==> src/rtl/sram_burst_pkg.sv <==
package sram_burst_pkg;

    typedef enum logic [1:0] {
        OP_DESEL,
        OP_BEGIN,
        OP_STEP,
        OP_HOLD
    } op_e;

    // low two address bits of burst beat 'beat' starting from 'start'
    function automatic logic [1:0] beat_low(input logic [1:0] start,
                                            input logic [1:0] beat,
                                            input logic       linear);
        return linear ? (start + beat) : (start ^ beat);
    endfunction

endpackage

==> src/rtl/sram_cmd_decode.sv <==
module sram_cmd_decode
    import sram_burst_pkg::*;
#(
    parameter int LANES = 4
) (
    input  logic             sel1_n,
    input  logic             sel2_n,
    input  logic             sel3,
    input  logic             strobe_p_n,
    input  logic             strobe_c_n,
    input  logic             advance_n,
    input  logic             wr_all_n,
    input  logic             lane_wr_en_n,
    input  logic [LANES-1:0] lane_sel_n,
    output op_e              op_o,
    output logic             is_write_o,
    output logic [LANES-1:0] lane_we_o
);

    logic             selected;
    logic [LANES-1:0] mask;

    always_comb begin
        selected = !sel1_n && !sel2_n && sel3;
        if (!wr_all_n)          mask = '1;
        else if (!lane_wr_en_n) mask = ~lane_sel_n;
        else                    mask = '0;

        if (!strobe_p_n && !sel1_n) begin
            op_o       = selected ? OP_BEGIN : OP_DESEL;
            is_write_o = 1'b0;
        end else if (!strobe_c_n) begin
            op_o       = selected ? OP_BEGIN : OP_DESEL;
            is_write_o = selected && (|mask);
        end else begin
            op_o       = advance_n ? OP_HOLD : OP_STEP;
            is_write_o = |mask;
        end
        lane_we_o = is_write_o ? mask : '0;
    end

endmodule

==> src/rtl/sram_burst_addr.sv <==
module sram_burst_addr
    import sram_burst_pkg::*;
#(
    parameter int AW = 4
) (
    input  logic [AW-1:0] base_i,
    input  logic [1:0]    beat_i,
    input  logic          linear_i,
    output logic [AW-1:0] addr_o
);

    assign addr_o = {base_i[AW-1:2], beat_low(base_i[1:0], beat_i, linear_i)};

endmodule

==> src/rtl/sram_store.sv <==
module sram_store #(
    parameter int DEPTH  = 64,
    parameter int LANES  = 4,
    parameter int LANE_W = 9,
    localparam int AW    = $clog2(DEPTH),
    localparam int DW    = LANES * LANE_W
) (
    input  logic             clk,
    input  logic [LANES-1:0] we_i,
    input  logic [AW-1:0]    waddr_i,
    input  logic [DW-1:0]    wdata_i,
    input  logic             rd_en_i,
    input  logic [AW-1:0]    raddr_i,
    output logic [DW-1:0]    rdata_o
);

    for (genvar g = 0; g < LANES; g++) begin : g_lane
        logic [LANE_W-1:0] cells [DEPTH];
        logic [LANE_W-1:0] rd_q;

        always_ff @(posedge clk) begin
            if (we_i[g]) cells[waddr_i] <= wdata_i[g*LANE_W +: LANE_W];
            if (rd_en_i) rd_q <= cells[raddr_i];
        end

        assign rdata_o[g*LANE_W +: LANE_W] = rd_q;
    end

endmodule

==> src/rtl/sync_burst_sram.sv <==
module sync_burst_sram
    import sram_burst_pkg::*;
#(
    parameter int DEPTH  = 64,
    parameter int LANES  = 4,
    parameter int LANE_W = 9,
    localparam int AW    = $clog2(DEPTH),
    localparam int DW    = LANES * LANE_W
) (
    input  logic             clk,
    input  logic             rst_n,
    input  logic             sleep_i,
    input  logic             sel1_n,
    input  logic             sel2_n,
    input  logic             sel3,
    input  logic             strobe_p_n,
    input  logic             strobe_c_n,
    input  logic             advance_n,
    input  logic             wr_all_n,
    input  logic             lane_wr_en_n,
    input  logic [LANES-1:0] lane_sel_n,
    input  logic             linear_i,
    input  logic             out_en_n,
    input  logic [AW-1:0]    addr_i,
    input  logic [DW-1:0]    din_i,
    output logic [DW-1:0]    dout_o,
    output logic             dout_oe_o
);

    typedef struct packed {
        logic [AW-1:0] base;
        logic [1:0]    beat;
        logic          act;
        logic          rd;
        logic [AW-1:0] rd_addr;
        logic          vld;
    } ctrl_t;

    ctrl_t            c_d, c_q;
    op_e              op;
    logic             is_write;
    logic [LANES-1:0] lane_we;
    logic [LANES-1:0] wr_lanes;
    logic [1:0]       beat_sel;
    logic [AW-1:0]    burst_addr;
    logic [AW-1:0]    eff_addr;

    sram_cmd_decode #(.LANES(LANES)) dec_i (
        .sel1_n      (sel1_n),
        .sel2_n      (sel2_n),
        .sel3        (sel3),
        .strobe_p_n  (strobe_p_n),
        .strobe_c_n  (strobe_c_n),
        .advance_n   (advance_n),
        .wr_all_n    (wr_all_n),
        .lane_wr_en_n(lane_wr_en_n),
        .lane_sel_n  (lane_sel_n),
        .op_o        (op),
        .is_write_o  (is_write),
        .lane_we_o   (lane_we)
    );

    assign beat_sel = (op == OP_STEP) ? (c_q.beat + 2'd1) : c_q.beat;

    sram_burst_addr #(.AW(AW)) badr_i (
        .base_i  (c_q.base),
        .beat_i  (beat_sel),
        .linear_i(linear_i),
        .addr_o  (burst_addr)
    );

    always_comb begin
        c_d      = c_q;
        c_d.rd   = 1'b0;
        c_d.vld  = c_q.rd && !sleep_i;
        wr_lanes = '0;
        eff_addr = addr_i;
        if (!sleep_i) begin
            unique case (op)
                OP_BEGIN: begin
                    c_d.base = addr_i;
                    c_d.beat = 2'd0;
                    c_d.act  = 1'b1;
                    if (is_write) begin
                        wr_lanes = lane_we;
                    end else begin
                        c_d.rd      = 1'b1;
                        c_d.rd_addr = addr_i;
                    end
                end
                OP_DESEL: begin
                    c_d.act = 1'b0;
                end
                default: begin
                    if (c_q.act) begin
                        c_d.beat = beat_sel;
                        eff_addr = burst_addr;
                        if (is_write) begin
                            wr_lanes = lane_we;
                        end else begin
                            c_d.rd      = 1'b1;
                            c_d.rd_addr = burst_addr;
                        end
                    end
                end
            endcase
        end
    end

    always_ff @(posedge clk or negedge rst_n) begin
        if (!rst_n) c_q <= '0;
        else        c_q <= c_d;
    end

    sram_store #(.DEPTH(DEPTH), .LANES(LANES), .LANE_W(LANE_W)) store_i (
        .clk    (clk),
        .we_i   (wr_lanes),
        .waddr_i(eff_addr),
        .wdata_i(din_i),
        .rd_en_i(c_q.rd && !sleep_i),
        .raddr_i(c_q.rd_addr),
        .rdata_o(dout_o)
    );

    assign dout_oe_o = c_q.vld && !out_en_n && !sleep_i;

endmodule

==> config.mk <==
export PLATFORM = sky130hd
export DESIGN_NAME = sync_burst_sram
export DESIGN_NICKNAME = d
export VERILOG_FILES = /design/src/rtl/sram_burst_pkg.sv /design/src/rtl/sram_cmd_decode.sv /design/src/rtl/sram_burst_addr.sv /design/src/rtl/sram_store.sv /design/src/rtl/sync_burst_sram.sv
export SDC_FILE = /design/constraint.sdc
export NUM_CORES = 2
export LEC_CHECK = 0
export BUFFER_PORTS_ARGS = -buffer_cell sky130_fd_sc_hd__buf_2
export CORE_MARGIN = 2
export CORE_UTILIZATION = 53
export CTS_CLUSTER_SIZE = 12
export DETAILED_ROUTE_END_ITERATION = 16
export PLACE_DENSITY_LB_ADDON = 0.2
export SLEW_MARGIN = 10
export SYNTH_ARGS = -nofsm -noshare
export SYNTH_HDL_FRONTEND = slang
export SYNTH_HIERARCHICAL = 1
export SYNTH_SLANG_ARGS = --single-unit
==> constraint.sdc <==
create_clock -name clk -period 4.6 [get_ports clk]
set_input_delay 0.92 -clock clk [delete_from_list [all_inputs] [get_ports clk]]
set_output_delay 0.92 -clock clk [all_outputs]
set_load 0.05 [all_outputs]
==> flow_summary_export.csv <==
group,metric,value,unit
run_status,outcome,"finished clean",
worst_setup_path,worstPathCellList,"buf_4 > nand2b_1 > nor2_1 > a22oi_1 > nand2_1 > nor3_1",
clock_tree,worst_skew_pair.late_latency,0.88,ns
synthesis,synth_fp_nets,4205,
synthesis,synth_edf_count,2340,
routing,average_detailed_routed_wire_length_per_instance,35.0,um
timing,min_period_over_period,87.5,%
routing,postRouteWirelength,248,mm
synthesis,synthArstFlopShare,0.721,%
floorplan,core_area,171000,um2
floorplan,chipWidth,419,um
synthesis,yosys-top-cells-count,"2,340 x sky130_fd_sc_hd__edfxtp_1, 575 x sky130_fd_sc_hd__mux4_2, 254 x sky130_fd_sc_hd__and2_1",
final_layout,finish.net_count,4767,
synthesis,synthTopCellsByArea,"sky130_fd_sc_hd__edfxtp_1 77%, sky130_fd_sc_hd__mux4_2 14%, sky130_fd_sc_hd__and2_1 1.7%",
worst_setup_path,timing.critical_path.slowest_stage_cell,"sky130_fd_sc_hd__dfrtp_1",
pwr,cellPowerDensity,459,nW/um2
placed_design,finalWeightedCongestion,0.954,
placed_design,place.port_buffers,95,
synthesis,most_instantiated_library_cell_after_synthesis,"sky130_fd_sc_hd__edfxtp_1",
clock_tree,ctsResizeCount,0,
synthesis,yosys.area.top_type_share,77.1,%
synthesis,synth_top_flop_cell,"sky130_fd_sc_hd__edfxtp_1",
worst_setup_path,critPathMaxStageDelay,1.07,ns
clock_tree,post-cts-setup-buffer-count,0,
worst_setup_path,timing.critical_path.fanout_max,15,
routing,num_vias,46000,
worst_setup_path,setup.worst_path.start_class,"flip-flop",
synthesis,synthesis.instances,4145,
timing,worst_hold_slack,0.265,ns
clock_tree,cts_tree,"built",
synthesis,avgSynthCellArea,22.0,um2
synthesis,cell_type_with_the_highest_aggregate_area_in_the_netlist,"sky130_fd_sc_hd__edfxtp_1",
clock_tree,max-clock-path-buffers,3,
synthesis,synth-warning-count,6,
grt,first_global_vias,45400,
routing,drt_first_pass_iters,6,
timing,clock_period_minus_worst_slack,4.02,ns
flow_run,cap_viol_max_count,0,
grt,grt_pass1_wl,348,mm
worst_setup_path,worst-path-buf-inv,1,
floorplan,floorplan.io_pins,96,
placed_design,hpwl,163,mm
floorplan,placement_rows,152,
floorplan,start_util,53.2,%
routing,detail_route.vias_per_cell,6.48,
timing,final_hold_viol_count,0,
placed_design,place_ws,-0.0829,ns
routing,drcViolationCount,0,
grt,grt_max_degree,79,
hold_path,min_path_type,"primary input to flip-flop",
floorplan,die_h,419,um
clock_tree,clock-sinks,2357,
timing,slew_viol_final,0,
pwr,ir_drop,0.416,mV
synthesis,yosys_register_bits,2357,
synthesis,post_synth_num_cell_types,48,
clock_tree,cts_root_buffer,"sky130_fd_sc_hd__clkbuf_16",
synthesis,post_synth_instance_area,91100,um2
timing,layout_setup_ws,0.575,ns
grt,grt_util_all_layers,28.7,%
clock_tree,clk_pin_slew_worst_paths,0.06,ns
synthesis,synth-seq-area-share,77.6,%
grt,global_route.overflow_total,0,
floorplan,floorplan.die_area,175000,um2
worst_setup_path,criticalPathCategory,"flip-flop to flip-flop",
clock_tree,cts_inserted_buffers,233,
final_layout,final.fill_count,11700,
timing,final_report_setup_violation_count,0,
final_layout,flow.area_growth_from_synthesis,16.0,%
worst_setup_path,cp_data_required_time,5.17,ns
grt,grt_antenna_before_repair,21,
worst_setup_path,crit_arrival,4.60,ns
clock_tree,number_of_levels_the_h_tree_was_split_into,4,
timing,tightest_slew,1.33,ns
timing,rsz0062_at_grt,"false",
worst_setup_path,critPathCaptureType,"flip-flop",
timing,max-slew-margin-rel,10.7,%
timing,highest_clock_rate,248,MHz
routing,ant_nets,0,
timing,worst_clock_skew,0.0366,ns
final_layout,share_of_layout_cells_above_drive_strength_1,30.7,%
worst_setup_path,timing.critical_path.max_delay_family,"simple AND/OR/NAND/NOR gates",
pwr,cellLeakagePower,0.0331,uW
routing,drtIter0Drc,6063,
-- stage by stage --
stage | instances | setup TNS [ns] | instance area [um2] | utilization, % | power [uW]
2_1_floorplan | 4145 | 0 | 91100 | - | 28500
3_3_place_gp | 6703 | -3.51 | 98800 | 57.7 | 31400
3_5_place_dp | 6703 | -2.67 | 98800 | 57.7 | 31500
4_1_cts | 7080 | 0 | 106000 | 61.7 | 48800
5_1_grt | 7081 | 0 | 106000 | 61.8 | 49800
6_report | 7095 | 0 | 106000 | 61.8 | 48500
-- cell families (layout without fill, tap and decap cells) --
family                   after synthesis  after routing  synth area share, %
AO/OA/AOI/OAI                        318            318                 2.60
XOR/XNOR                               4              4               0.0385
adder cells (fa/ha/maj)                1              1               0.0137
buffers and inverters                258            961                 1.40
flip-flops                          2357           2357                 77.6
multiplexers                         627            627                 14.8
other                                  0             14                    0
AND/OR/NAND/NOR                      580            580                 3.56
-- sequential cells by signal (all words and copies together), names as in the netlist --
signal,count
store_i/g_lane.cells,2304
store_i/g_lane.rd_q,36
c_q,17
-- placed cells by master, fill, tap and decap left out, types with 37 or more instances in the layout --
cell                        count
sky130_fd_sc_hd__edfxtp_1    2340
sky130_fd_sc_hd__mux4_2       575
sky130_fd_sc_hd__buf_4        323
sky130_fd_sc_hd__and2_1       253
sky130_fd_sc_hd__clkbuf_16    237
sky130_fd_sc_hd__buf_12       161
sky130_fd_sc_hd__a22oi_1      117
sky130_fd_sc_hd__buf_2         95
sky130_fd_sc_hd__nor2_1        71
sky130_fd_sc_hd__o22ai_1       71
sky130_fd_sc_hd__nand3_1       65
sky130_fd_sc_hd__clkbuf_1      63
sky130_fd_sc_hd__o221ai_1      61
sky130_fd_sc_hd__nand2_1       58
sky130_fd_sc_hd__clkinv_1      38
sky130_fd_sc_hd__nor2b_1       37
-- metal layers --
| metal | vias to the layer above | GRT usage [%] | wire (um) |
|---|---|---|---|
| met5 | - | 0 | 70 |
| met4 | 10 | 9.58 | 8310 |
| met3 | 379 | 7.34 | 24100 |
| met2 | 2377 | 45.1 | 120000 |
| met1 | 24600 | 39.6 | 95700 |
| li1 | 18500 | - | - |
-- final timing paths --
path,end,slack [ns],startpoint,cells after the start
setup / recovery,store_i/g_lane[1].rd_q[0]$_DFFE_PP_,0.58,c_q[6]$_DFFE_PN0P_,6
hold / removal,store_i/g_lane[1].cells[47][2]$_DFFE_PP_,0.26,din_i[11],1
setup reg to reg,store_i/g_lane[1].rd_q[0]$_DFFE_PP_,0.58,c_q[6]$_DFFE_PN0P_,6
hold reg to reg,c_q[13]$_DFFE_PN0P_,0.53,c_q[13]$_DFFE_PN0P_,1
max in group asynchronous,c_q[1]$_DFFE_PN0P_,3.75,rst_n,2
min in group asynchronous,c_q[11]$_DFFE_PN0P_,0.51,rst_n,2
-- area by class of cell --
type / instances / area, um2 / share of cell area [%]
clock buffers: 302 / 6190 / 5.86
repair buffers: 580 / 6130 / 5.80
diodes: 14 / 35.0 / 0.0331
well taps: 2233 / 2790 / 2.64
multi-input cells: 1530 / 19200 / 18.2
clock inverters: 74 / 644 / 0.609
flip-flops and latches: 2357 / 70700 / 66.9
inverters: 5 / 18.8 / 0.0177
-- power breakdown --
part           leakage [uW]  internal (uW)  switching (uW)  total, uW
Combinational       0.00856           2790            4360       7150
Clock               0.00332           9750            7710      17500
Sequential           0.0212          23700             154      23900
Total                0.0331          36300           12200      48500
-- what timing repair did --
action,4_1_cts,5_1_grt
hold endpoints to repair,17,0
setup endpoints to repair,0,0
hold buffers,1,0
Power figures use the tool's default switching activity.
